**src/rtl/sts1_ohscr_pkg.sv**
```systemverilog
package sts1_ohscr_pkg;

   localparam int SCR_W = 7;

   typedef struct packed {
      logic [7:0]       ks;
      logic [SCR_W-1:0] nxt;
   } scr_out_t;

   // eight serial steps of 1+x^6+x^7, MSB of the byte first
   function automatic scr_out_t scr_step(input logic [SCR_W-1:0] s);
      scr_out_t         r;
      logic [SCR_W-1:0] st;
      st = s;
      r.ks = '0;
      for (int i = 0; i < 8; i++) begin
         r.ks[7-i] = st[SCR_W-1];
         st = {st[SCR_W-2:0], st[SCR_W-1] ^ st[SCR_W-2]};
      end
      r.nxt = st;
      return r;
   endfunction

endpackage

```
**src/rtl/sts_pos_ctr.sv**
```systemverilog
module sts_pos_ctr #(
   parameter int ROWS = 9,
   parameter int COLS = 90,
   localparam int RW = $clog2(ROWS),
   localparam int CW = $clog2(COLS)
) (
   input  logic          clk,
   input  logic          rst_n,
   input  logic          adv,
   input  logic          sof,
   output logic [RW-1:0] row,
   output logic [CW-1:0] col,
   output logic          last
);
   localparam logic [RW-1:0] LAST_ROW = RW'(ROWS - 1);
   localparam logic [CW-1:0] LAST_COL = CW'(COLS - 1);

   logic [RW-1:0] row_q;
   logic [CW-1:0] col_q;

   assign row  = sof ? '0 : row_q;
   assign col  = sof ? '0 : col_q;
   assign last = (row == LAST_ROW) && (col == LAST_COL);

   always_ff @(posedge clk) begin
      if (!rst_n) begin
         row_q <= '0;
         col_q <= '0;
      end else if (adv) begin
         if (last) begin
            row_q <= '0;
            col_q <= '0;
         end else if (col == LAST_COL) begin
            row_q <= row + 1'b1;
            col_q <= '0;
         end else begin
            row_q <= row;
            col_q <= col + 1'b1;
         end
      end
   end
endmodule

```
**src/rtl/sts_frm_scr.sv**
```systemverilog
module sts_frm_scr
   import sts1_ohscr_pkg::*;
#(
   parameter logic [SCR_W-1:0] SEED = '1
) (
   input  logic       clk,
   input  logic       rst_n,
   input  logic       step,
   input  logic       reload,
   output logic [7:0] ks
);
   logic [SCR_W-1:0] state;
   scr_out_t         nx;

   assign nx = scr_step(state);
   assign ks = nx.ks;

   always_ff @(posedge clk) begin
      if (!rst_n)      state <= SEED;
      else if (reload) state <= SEED;
      else if (step)   state <= nx.nxt;
   end
endmodule

```
**src/rtl/sts_bip8.sv**
```systemverilog
module sts_bip8 #(
   parameter int W = 8
) (
   input  logic         clk,
   input  logic         rst_n,
   input  logic         vld,
   input  logic         sof,
   input  logic         last,
   input  logic         take,
   input  logic [W-1:0] d,
   output logic [W-1:0] hold
);
   logic [W-1:0] acc, acc_nx;

   assign acc_nx = (sof ? '0 : acc) ^ (take ? d : '0);

   always_ff @(posedge clk) begin
      if (!rst_n) begin
         acc  <= '0;
         hold <= '0;
      end else if (vld) begin
         if (last) begin
            hold <= acc_nx;
            acc  <= '0;
         end else begin
            acc  <= acc_nx;
         end
      end
   end
endmodule

```
**src/rtl/sts1_tx_ohscr.sv**
```systemverilog
module sts1_tx_ohscr
   import sts1_ohscr_pkg::*;
#(
   parameter int               ROWS         = 9,
   parameter int               COLS         = 90,
   parameter int               OH_COLS      = 3,
   parameter int               LOH_ROW      = 3,
   parameter int               B1_ROW       = 1,
   parameter int               B2_ROW       = 4,
   parameter int               K2_ROW       = 4,
   parameter int               K2_COL       = 2,
   parameter logic [7:0]       A1_VAL       = 8'hF6,
   parameter logic [7:0]       A2_VAL       = 8'h28,
   parameter logic [7:0]       C1_VAL       = 8'h01,
   parameter logic [7:0]       FRM_ERR_MASK = 8'h01,
   parameter logic [2:0]       RDI_PAT      = 3'b110,
   parameter logic [SCR_W-1:0] SCR_SEED     = '1
) (
   input  logic       clk,
   input  logic       rst_n,
   input  logic       in_valid,
   input  logic       in_sof,
   input  logic [7:0] in_data,
   input  logic       scr_en,
   input  logic       ais_en,
   input  logic       rdi_en,
   input  logic       b1_inv,
   input  logic       b2_inv,
   input  logic       frm_err,
   input  logic       zero_en,
   output logic       out_valid,
   output logic       out_sof,
   output logic [7:0] out_data
);
   localparam int RW = $clog2(ROWS);
   localparam int CW = $clog2(COLS);
   localparam int NBIP = 2;

   if (OH_COLS < 3 || OH_COLS >= COLS) begin : g_bad_cols
      $error("overhead columns out of range");
   end
   if (LOH_ROW <= B1_ROW || B2_ROW < LOH_ROW || K2_ROW < LOH_ROW || B2_ROW >= ROWS || K2_ROW >= ROWS) begin : g_bad_rows
      $error("overhead row layout inconsistent");
   end
   if (K2_COL >= OH_COLS) begin : g_bad_k2
      $error("K2 column outside overhead");
   end

   logic [RW-1:0] row;
   logic [CW-1:0] col;
   logic          last, row0, is_fr, is_line;
   logic [7:0]    pre, ks, scr_byte;
   logic [7:0]    b1_hold, b2_hold;

   sts_pos_ctr #(.ROWS(ROWS), .COLS(COLS)) u_pos (
      .clk(clk), .rst_n(rst_n), .adv(in_valid), .sof(in_sof),
      .row(row), .col(col), .last(last)
   );

   assign row0    = (row == '0);
   assign is_fr   = row0 && (col < CW'(3));
   assign is_line = (row >= RW'(LOH_ROW)) || (col >= CW'(OH_COLS));

   always_comb begin
      pre = in_data;
      if (is_fr) begin
         if (col == CW'(0))      pre = A1_VAL ^ (frm_err ? FRM_ERR_MASK : 8'h00);
         else if (col == CW'(1)) pre = A2_VAL;
         else                    pre = C1_VAL;
      end else if (is_line) begin
         if (ais_en)
            pre = 8'hFF;
         else if (row == RW'(B2_ROW) && col == '0)
            pre = b2_hold ^ {8{b2_inv}};
         else if (row == RW'(K2_ROW) && col == CW'(K2_COL) && rdi_en)
            pre = {in_data[7:3], RDI_PAT};
      end else if (row == RW'(B1_ROW) && col == '0) begin
         pre = b1_hold ^ {8{b1_inv}};
      end
   end

   sts_frm_scr #(.SEED(SCR_SEED)) u_scr (
      .clk(clk), .rst_n(rst_n),
      .step(in_valid && !is_fr),
      .reload(in_valid && row0 && col == CW'(2)),
      .ks(ks)
   );

   assign scr_byte = (scr_en && !is_fr) ? (pre ^ ks) : pre;

   // index 0: section parity over scrambled bytes; index 1: line parity before scrambling
   logic [7:0] bip_d    [NBIP];
   logic       bip_take [NBIP];
   logic [7:0] bip_hold [NBIP];

   assign bip_d[0]    = scr_byte;
   assign bip_take[0] = 1'b1;
   assign bip_d[1]    = pre;
   assign bip_take[1] = is_line;

   for (genvar g = 0; g < NBIP; g++) begin : g_bip
      sts_bip8 #(.W(8)) u_bip (
         .clk(clk), .rst_n(rst_n), .vld(in_valid), .sof(in_sof),
         .last(last), .take(bip_take[g]), .d(bip_d[g]), .hold(bip_hold[g])
      );
   end

   assign b1_hold = bip_hold[0];
   assign b2_hold = bip_hold[1];

   always_ff @(posedge clk) begin
      if (!rst_n) begin
         out_valid <= 1'b0;
         out_sof   <= 1'b0;
         out_data  <= '0;
      end else begin
         out_valid <= in_valid;
         out_sof   <= in_valid && in_sof;
         out_data  <= in_valid ? (zero_en ? 8'h00 : scr_byte) : 8'h00;
      end
   end
endmodule

```
**config.mk**
```make
export PLATFORM = sky130hd
export DESIGN_NAME = sts1_tx_ohscr
export DESIGN_NICKNAME = d
export VERILOG_FILES = /design/src/rtl/sts1_ohscr_pkg.sv /design/src/rtl/sts_pos_ctr.sv /design/src/rtl/sts_frm_scr.sv /design/src/rtl/sts_bip8.sv /design/src/rtl/sts1_tx_ohscr.sv
export SDC_FILE = /design/constraint.sdc
export NUM_CORES = 1
export LEC_CHECK = 0
export BUFFER_PORTS_ARGS = -buffer_cell sky130_fd_sc_hd__buf_2
export CORE_UTILIZATION = 25
export DETAILED_ROUTE_END_ITERATION = 10
export HOLD_SLACK_MARGIN = 0.12
export SETUP_SLACK_MARGIN = 0.05
export SYNTH_ARGS = -nofsm -noshare
export SYNTH_HDL_FRONTEND = slang
export SYNTH_SLANG_ARGS = --single-unit
```
**constraint.sdc**
```tcl
create_clock -name clk -period 6.05 [get_ports clk]
set_input_delay 1.21 -clock clk [delete_from_list [all_inputs] [get_ports clk]]
set_output_delay 1.21 -clock clk [all_outputs]
set_load 0.01 [all_outputs]
```
# Yosys cells after proc, flatten, opt, wreduce, memory -nomap -nowiden
# Index checks and enable logic that the tools add are counted.
[op_classes]
addsub = 2
magnitude_cmp = 3
muxes = 21
eq_ne = 6
n_reduce_logical = 18
n_bitwise = 16
[ops]
columns = ["op", "n"]
rows = [
  ["2-to-1 mux 8 bit", 12],
  ["bitwise XOR 8 bit", 5],
  ["2-to-1 mux 7 bit", 3],
  ["2-to-1 mux 4 bit", 3],
  ["logical AND 1 bit", 11],
  ["bitwise XOR 1 bit", 8],
  ["adder 7 x 1 -> 7 bit, second input constant", 1],
  ["== test 7 x 1 -> 1 bit, second input constant", 1],
  ["== test 7 x 2 -> 1 bit, second input constant", 1],
  ["== test 7 bit, second input constant", 1],
  ["greater-or-equal comparator 7 x 2 -> 1 bit, second input constant", 1],
  ["zero test 7 bit", 1],
  ["< comparator 7 x 2 -> 1 bit, second input constant", 1],
  ["2-to-1 mux 6 bit", 1],
  ["NOT 1 -> 6 bit, first input constant", 1],
  ["adder 4 x 1 -> 4 bit, second input constant", 1],
  ["== test 4 x 1 -> 1 bit, second input constant", 1],
  ["== test 4 x 3 -> 1 bit, second input constant", 1],
  ["== test 4 bit, second input constant", 1],
  ["greater-or-equal comparator 4 x 2 -> 1 bit, second input constant", 1],
  ["zero test 4 bit", 1],
  ["2-to-1 mux 3 bit", 1],
  ["OR reduction 3 bit", 1],
  ["NOT 1 bit", 2],
  ["other kinds (5)", 5],
]
[totals]
register_bits = 60
inputBits = 19
output_inout_bits = 10
elab_cells = 76

# Depth between registers and ports, before layout
[logic_depth]
depth_word = 13
mapped_depth = 15
ltp_nobuf = 10

# Cells and area by module
# A second synthesis with hierarchy kept.
[unflattened]
hier_cells = 451
area_unflattened_um2 = 3733.6
[modules_own_cells]
columns = ["mod", "area_per_inst_um2", "n_inst", "cells_each", "seq_area_each_um2"]
rows = [
  ["sts_bip8", 711.9, 2, 76, 320.3],
  ["sts1_tx_ohscr", 1181.1, 1, 169, 200.2],
  ["sts_pos_ctr", 726.9, 1, 90, 220.2],
  ["sts_frm_scr", 401.6, 1, 40, 140.1],
]

# Worst setup path after synthesis
# No wires, ideal clock.
[synth_timing]
kind = "input -> register"
from = "input port in_sof"
to = "register g_bip[0].u_bip.hold[3]"
t_required_ps = 5975
setup_ps = 75
path_buffers = 5
arrival_ps = 4014
slack_ps = 1961
stages = 14
cell_sequence = "clkbuf_1 -> clkbuf_1 -> clkbuf_1 -> nand2b_1 -> ha_1 -> and3b_1 -> clkbuf_1 -> and3_1 -> buf_6 -> mux2_4 -> mux2i_1 -> xor2_1 -> or3_1 -> a31oi_1"
[synth_between]
elab_chain_len = 10
word_cells_on_any_way = 31
cone_classes = "order compare (3); eq/ne (5); mux (11); bitwise (2); reduce/logical (10)"
[synth_rtl]
columns = ["item", "line", "text"]
rows = [
  ["start, declared", "sts1_tx_ohscr.sv:22", "input logic in_sof,"],
  ["parallel branches: the longest is 10 deep, another holds greater-or-equal comparator 7 x 2 -> 1 bit", "n/a", ""],
  ["end signal, assigned", "sts_bip8.sv:23", "hold <= acc_nx;"],
  ["end, declared", "sts_bip8.sv:11", "output logic [W-1:0] hold"],
]
# Several ways; the timed one is not identified.
# A chain may end at the register's enable or synchronous reset.

# Worst setup path after layout
[layout_timing]
from = "input port in_sof"
to = "register g_bip[1].u_bip.hold[0]"
[layout_between]
elab_chain_len = 11
word_cells_on_any_way = 32
cone_classes = "order compare (3); eq/ne (6); mux (12); bitwise (1); reduce/logical (10)"
[layout_rtl]
columns = ["item", "line", "text"]
rows = [
  ["2-to-1 mux 7 bit or 2-to-1 mux 4 bit (tied branches)", "sts_pos_ctr.sv:22, sts_pos_ctr.sv:21", ""],
  ["== test 7 x 2 -> 1 bit or == test 4 x 3 -> 1 bit (tied branches)", "sts1_tx_ohscr.sv:75, sts1_tx_ohscr.sv:73", ""],
  ["logical AND 1 bit (2 in a row)", "sts1_tx_ohscr.sv:75", "else if (row == RW'(K2_ROW) && col == CW'(K2_COL) && rdi_en)"],
  ["2-to-1 mux 3 bit", "sts1_tx_ohscr.sv:75", ""],
  ["2-to-1 mux 8 bit", "sts1_tx_ohscr.sv:73", "else if (row == RW'(B2_ROW) && col == '0)"],
  ["2-to-1 mux 8 bit", "sts1_tx_ohscr.sv:71", "if (ais_en)"],
  ["2-to-1 mux 8 bit", "sts1_tx_ohscr.sv:70", "end else if (is_line) begin"],
  ["2-to-1 mux 8 bit", "sts1_tx_ohscr.sv:66", "if (is_fr) begin"],
  ["2-to-1 mux 8 bit", "sts_bip8.sv:15", "assign acc_nx = (sof ? '0 : acc) ^ (take ? d : '0);"],
  ["bitwise XOR 8 bit", "sts_bip8.sv:15", ""],
  ["end signal, assigned", "sts_bip8.sv:23", ""],
  ["end, declared", "sts_bip8.sv:11", ""],
]
# Parallel ways exist; a longest one is shown, timed or not.

==> results.txt <==
Setup violations remaining at the end of the flow were counted as 0. The longest individual stage delay on the worst path is ~0.83 ns. The post-synthesis register bit count is 60. The final clock period utilization by the worst path is 0.668.

Subtracting the final worst setup slack from the clock period gives between 4 and 5 ns. The later pin in the worst-skew pair is clocked with a latency of around 0.34 ns. The first detailed-routing pass ran for 8 iterations.

The per-cell routed wire length came out at 15.3 microns. The synthesized cell area is roughly 0.0038 sq mm. The fraction of the yosys area taken by sequential cells is 0.318. The data arrival time of the critical path came out at 4.30 ns.

The synthesized instance count is 455. The biggest area contributor in the post-synthesis netlist is sky130_fd_sc_hd__dfxtp_1. The die boundary height is about 120 microns. The aggregate negative setup slack is 0 ns. The first-pass GRT wire length is about 16 mm.

The signed area change from the synthesized netlist to the final layout is 14.3%. The flow ran to the end, but the final reports show violations. The placed cell count is around 640. The deepest clock path buffer count is 2. The kind of critical path is in -> reg. Static timing analysis puts the maximum clock frequency at roughly 250 MHz.

The antenna violation net count after detailed routing came out at 0. Row generation in the floorplan step produced 44 rows. The die width came out at between 100 and 150 microns. The initial antenna violation count came out at 0.

The count of cell types in the netlist came out at 69. The initial cell density of the core came out at 0.258. The worst path buffer plus inverter count is 2. The pin count of the biggest net entering global routing is between 40 and 50. Internal power comes to 840 uW. The area of the placeable core came out at between 0.01 and 0.015 sq mm. The total number of vias came out at between 3000 and 4000. The final reports fail on DRC. The die outline area came out at between 0.015 and 0.02 sq mm. Measured against its own limit, the worst slew margin works out to 0.311. In the final layout, the share of cells above drive strength 1 is 0.155. Summed over all layers, the global routing overflow is 0. The completed layout was analyzed and its total power is 1.09 mW. Excluding fillers, the count of instances in the completed layout stands at 655.

Yosys attributes the largest share of cell area to sky130_fd_sc_hd__dfxtp_1, sky130_fd_sc_hd__xnor2_1, sky130_fd_sc_hd__xor2_1, sky130_fd_sc_hd__o21ai_0, sky130_fd_sc_hd__nand2_1. After detailed routing, the wire length on met1 is 4.70 mm. After clock tree synthesis, the clock-pin slew on the worst setup and hold paths is 0.05 ns.

The most common cell in the netlist is sky130_fd_sc_hd__dfxtp_1. The number of I/O pins came out at 29. Routed signal wires occupy layers up through met4.

The critical path goes through buf_2, nand2b_1, ha_1, inv_1, or4b_2, nor2_2, o21ai_0, a21oi_1. By count the netlist is led by sky130_fd_sc_hd__dfxtp_1, sky130_fd_sc_hd__nand2_1, sky130_fd_sc_hd__nor2_1. Max-cap violations in this run came to 0. The clock tree root driver cell is sky130_fd_sc_hd__clkbuf_16. The share of total power dissipated in sequential elements is 0.376.

The placer's final routability congestion estimate is around 0.86. The synthesized net count came out at 479. The startpoint class of the critical path is a primary input.

The min-delay analysis places its worst path in the category reg -> reg. Among all stages on the critical path, the largest delay is contributed by sky130_fd_sc_hd__nor2_2. The commonest register cell after synthesis is sky130_fd_sc_hd__dfxtp_1. On the final layout, the worst clock skew is between 0.01 and 0.015 ns. The kind of cell with the highest combined delay along the critical path is simple AND/OR/NAND/NOR gates. The final design area excluding fillers came out at ~0.0043 sq mm. In this run, CTS created clock tree buffers numbering 9. The TritonCTS clock tree is yes. The flop-to-flop setup slack is between 3 and 4 ns. Gates resized during post-CTS repair numbered 0. The port buffer count is 28. The final layout contains just under 500 nets. For this run, the number of Yosys warnings is 0. IR analysis of the VDD net gives a maximum drop of between 100 and 150 uV. The total setup buffers inserted after CTS is 0. The via count of the first global-routing pass came out at roughly 3200.

The count of flip-flops with a built-in enable after synthesis is 0. The data required time at the worst endpoint came out at 6.31 ns. The analysis attributes to cell leakage a power of between 1.5 and 2 nW. The first routing iteration left about 330 violations. The placed instances occupy a cell area of 0.00398 sq mm. The post-detailed-route DRC marker count is 2.

The quantity of hold-fixing buffers added after cts came out at 0. The total number of H-tree levels is 3. The analysis attributes to net switching a power of between 200 and 250 uW. The met3 wire length came out at roughly 500 microns. The average cell area after synthesis is between 8 and 9 sq um. The relative contribution of combinational cells to total power came out at 0.089.

Setup repair after global routing left no endpoint under its margin. Power spread over the standard cell area amounts to between 200 and 300 mW/mm^2. The routed design has around 10 mm of wire. The proportion of netlist area held by the largest area contributor came out at 0.318. The switching portion of total power is 0.226.

The share of total power dissipated in the clock network is 0.535. The total track usage came out at 0.134. The final hold violation count came to 0. The number of sinks handled by clock tree synthesis is 60.

The worst setup path is captured at a flip-flop. For the pin with the worst max-slew slack, the measured transition is just over 1 ns. The count of final max-slew check failures is 0.

The diode insertion count for antenna repair is 0. The biggest fanout along the worst timing path is 40. The final HPWL from detailed placement came out at 7.30 mm. The average via count per standard cell came out at between 5 and 6. After detailed routing, the met2 layer carries ~4.5 mm of wire. Of all flip-flops after synthesis, the portion carrying an async set or reset was 0. The worst slack on hold paths came out at ~0.44 ns.
-- cell usage in the layout, fill, tap and decap left out, types with 4 or more instances in the layout --
master                      synthesis  routed
sky130_fd_sc_hd__a21oi_1           25      25
sky130_fd_sc_hd__a22oi_1            4       4
sky130_fd_sc_hd__a31oi_1           11      11
sky130_fd_sc_hd__a32o_1             8       8
sky130_fd_sc_hd__and2_1             4       4
sky130_fd_sc_hd__and3_1             5       5
sky130_fd_sc_hd__and4_2             4       4
sky130_fd_sc_hd__buf_2              4      28
sky130_fd_sc_hd__clkbuf_16          0       9
sky130_fd_sc_hd__dfxtp_1           60      60
sky130_fd_sc_hd__ha_1               5       5
sky130_fd_sc_hd__inv_1             17      17
sky130_fd_sc_hd__mux2i_1            7       7
sky130_fd_sc_hd__nand2_1           36      36
sky130_fd_sc_hd__nand2b_1          16      16
sky130_fd_sc_hd__nand3_1            9       9
sky130_fd_sc_hd__nor2_1            32      32
sky130_fd_sc_hd__nor2b_1           12      12
sky130_fd_sc_hd__nor3_1             4       4
sky130_fd_sc_hd__nor4_1             5       5
sky130_fd_sc_hd__o211ai_1           9       9
sky130_fd_sc_hd__o21a_1             4       4
sky130_fd_sc_hd__o21ai_0           30      30
sky130_fd_sc_hd__o21ai_1            5       5
sky130_fd_sc_hd__o32ai_1            5       5
sky130_fd_sc_hd__or2_1              6       6
sky130_fd_sc_hd__or2_2              5       5
sky130_fd_sc_hd__xnor2_1           23      23
sky130_fd_sc_hd__xor2_1            22      22
-- path summary, 6_finish.rpt --
check | endpoint | cells past startpoint | startpoint
worst min register to register | g_bip[0].u_bip.acc[2] | 2 | g_bip[0].u_bip.acc[2]
worst max-delay path | g_bip[1].u_bip.hold[0] | 8 | in_sof
worst min-delay path | g_bip[0].u_bip.acc[2] | 2 | g_bip[0].u_bip.acc[2]
worst max register to register | g_bip[1].u_bip.hold[0] | 7 | u_pos.row_q[0]
-- routing by layer --
metal | vias to the layer above | GRT usage
met2 | 76 | 0.209
met1 | 1600 | 0.173
li1 | 1656 | -
met3 | 19 | 0.0271
met5 | - | 0
met4 | 0 | 0.0703
-- worst register-to-register path, stage by stage (launching register included) --
cell	delay, ns
sky130_fd_sc_hd__dfxtp_1	0.33
sky130_fd_sc_hd__nand2b_1	0.10
sky130_fd_sc_hd__ha_1	0.29
sky130_fd_sc_hd__inv_1	0.12
sky130_fd_sc_hd__or4b_2	0.67
sky130_fd_sc_hd__nor2_2	0.83
sky130_fd_sc_hd__o21ai_0	0.22
sky130_fd_sc_hd__a21oi_1	0.16
-- registers in the layout (all words and copies together) (netlist names) --
| signal | flops |
|---|---|
| g_bip.u_bip.hold | 16 |
| out_sof | 1 |
| u_pos.row_q | 4 |
| u_pos.col_q | 7 |
| g_bip.u_bip.acc | 16 |
| u_scr.state | 7 |
| out_valid | 1 |
| out_data | 8 |
-- power groups by stage --
stage / combinational, mW / clock, mW / sequential, mW
final: 0.0966 / 0.581 / 0.408
after global routing: 0.107 / 0.610 / 0.408
after CTS: 0.0965 / 0.588 / 0.408
after detailed placement: 0.0959 / 0 / 0.416
after global placement: 0.0947 / 0 / 0.416
after floorplan: 0.0664 / 0 / 0.416
-- area by class of cell --
type	count	area, sq um
Fill cell	1583	10300
Clock buffer	11	233
Sequential cell	60	1200
Multi-Input combinational cell	347	2330
Clock inverter	5	100
Inverter	19	71.3
Timing Repair Buffer	29	148
Tap cell	184	230
-- metrics by stage --
| step | util | setup WS [ns] |
|---|---|---|
| after floorplan | - | 1.96 |
| after global placement | 0.272 | 1.75 |
| after detailed placement | 0.272 | 1.68 |
| after CTS | 0.295 | 2.02 |
| after global routing | 0.295 | 1.65 |
| final | 0.295 | 2.01 |
-- cells by family after synthesis --
kind of cell | after synthesis | synth area share
simple gates | 155 | 0.224
xor+xnor | 45 | 0.104
flops | 60 | 0.318
buf+inv | 48 | 0.0643
fa+ha+maj | 5 | 0.0166
mux | 10 | 0.0285
compound gates | 132 | 0.244
No activity file was read; power rests on OpenSTA's default activity.
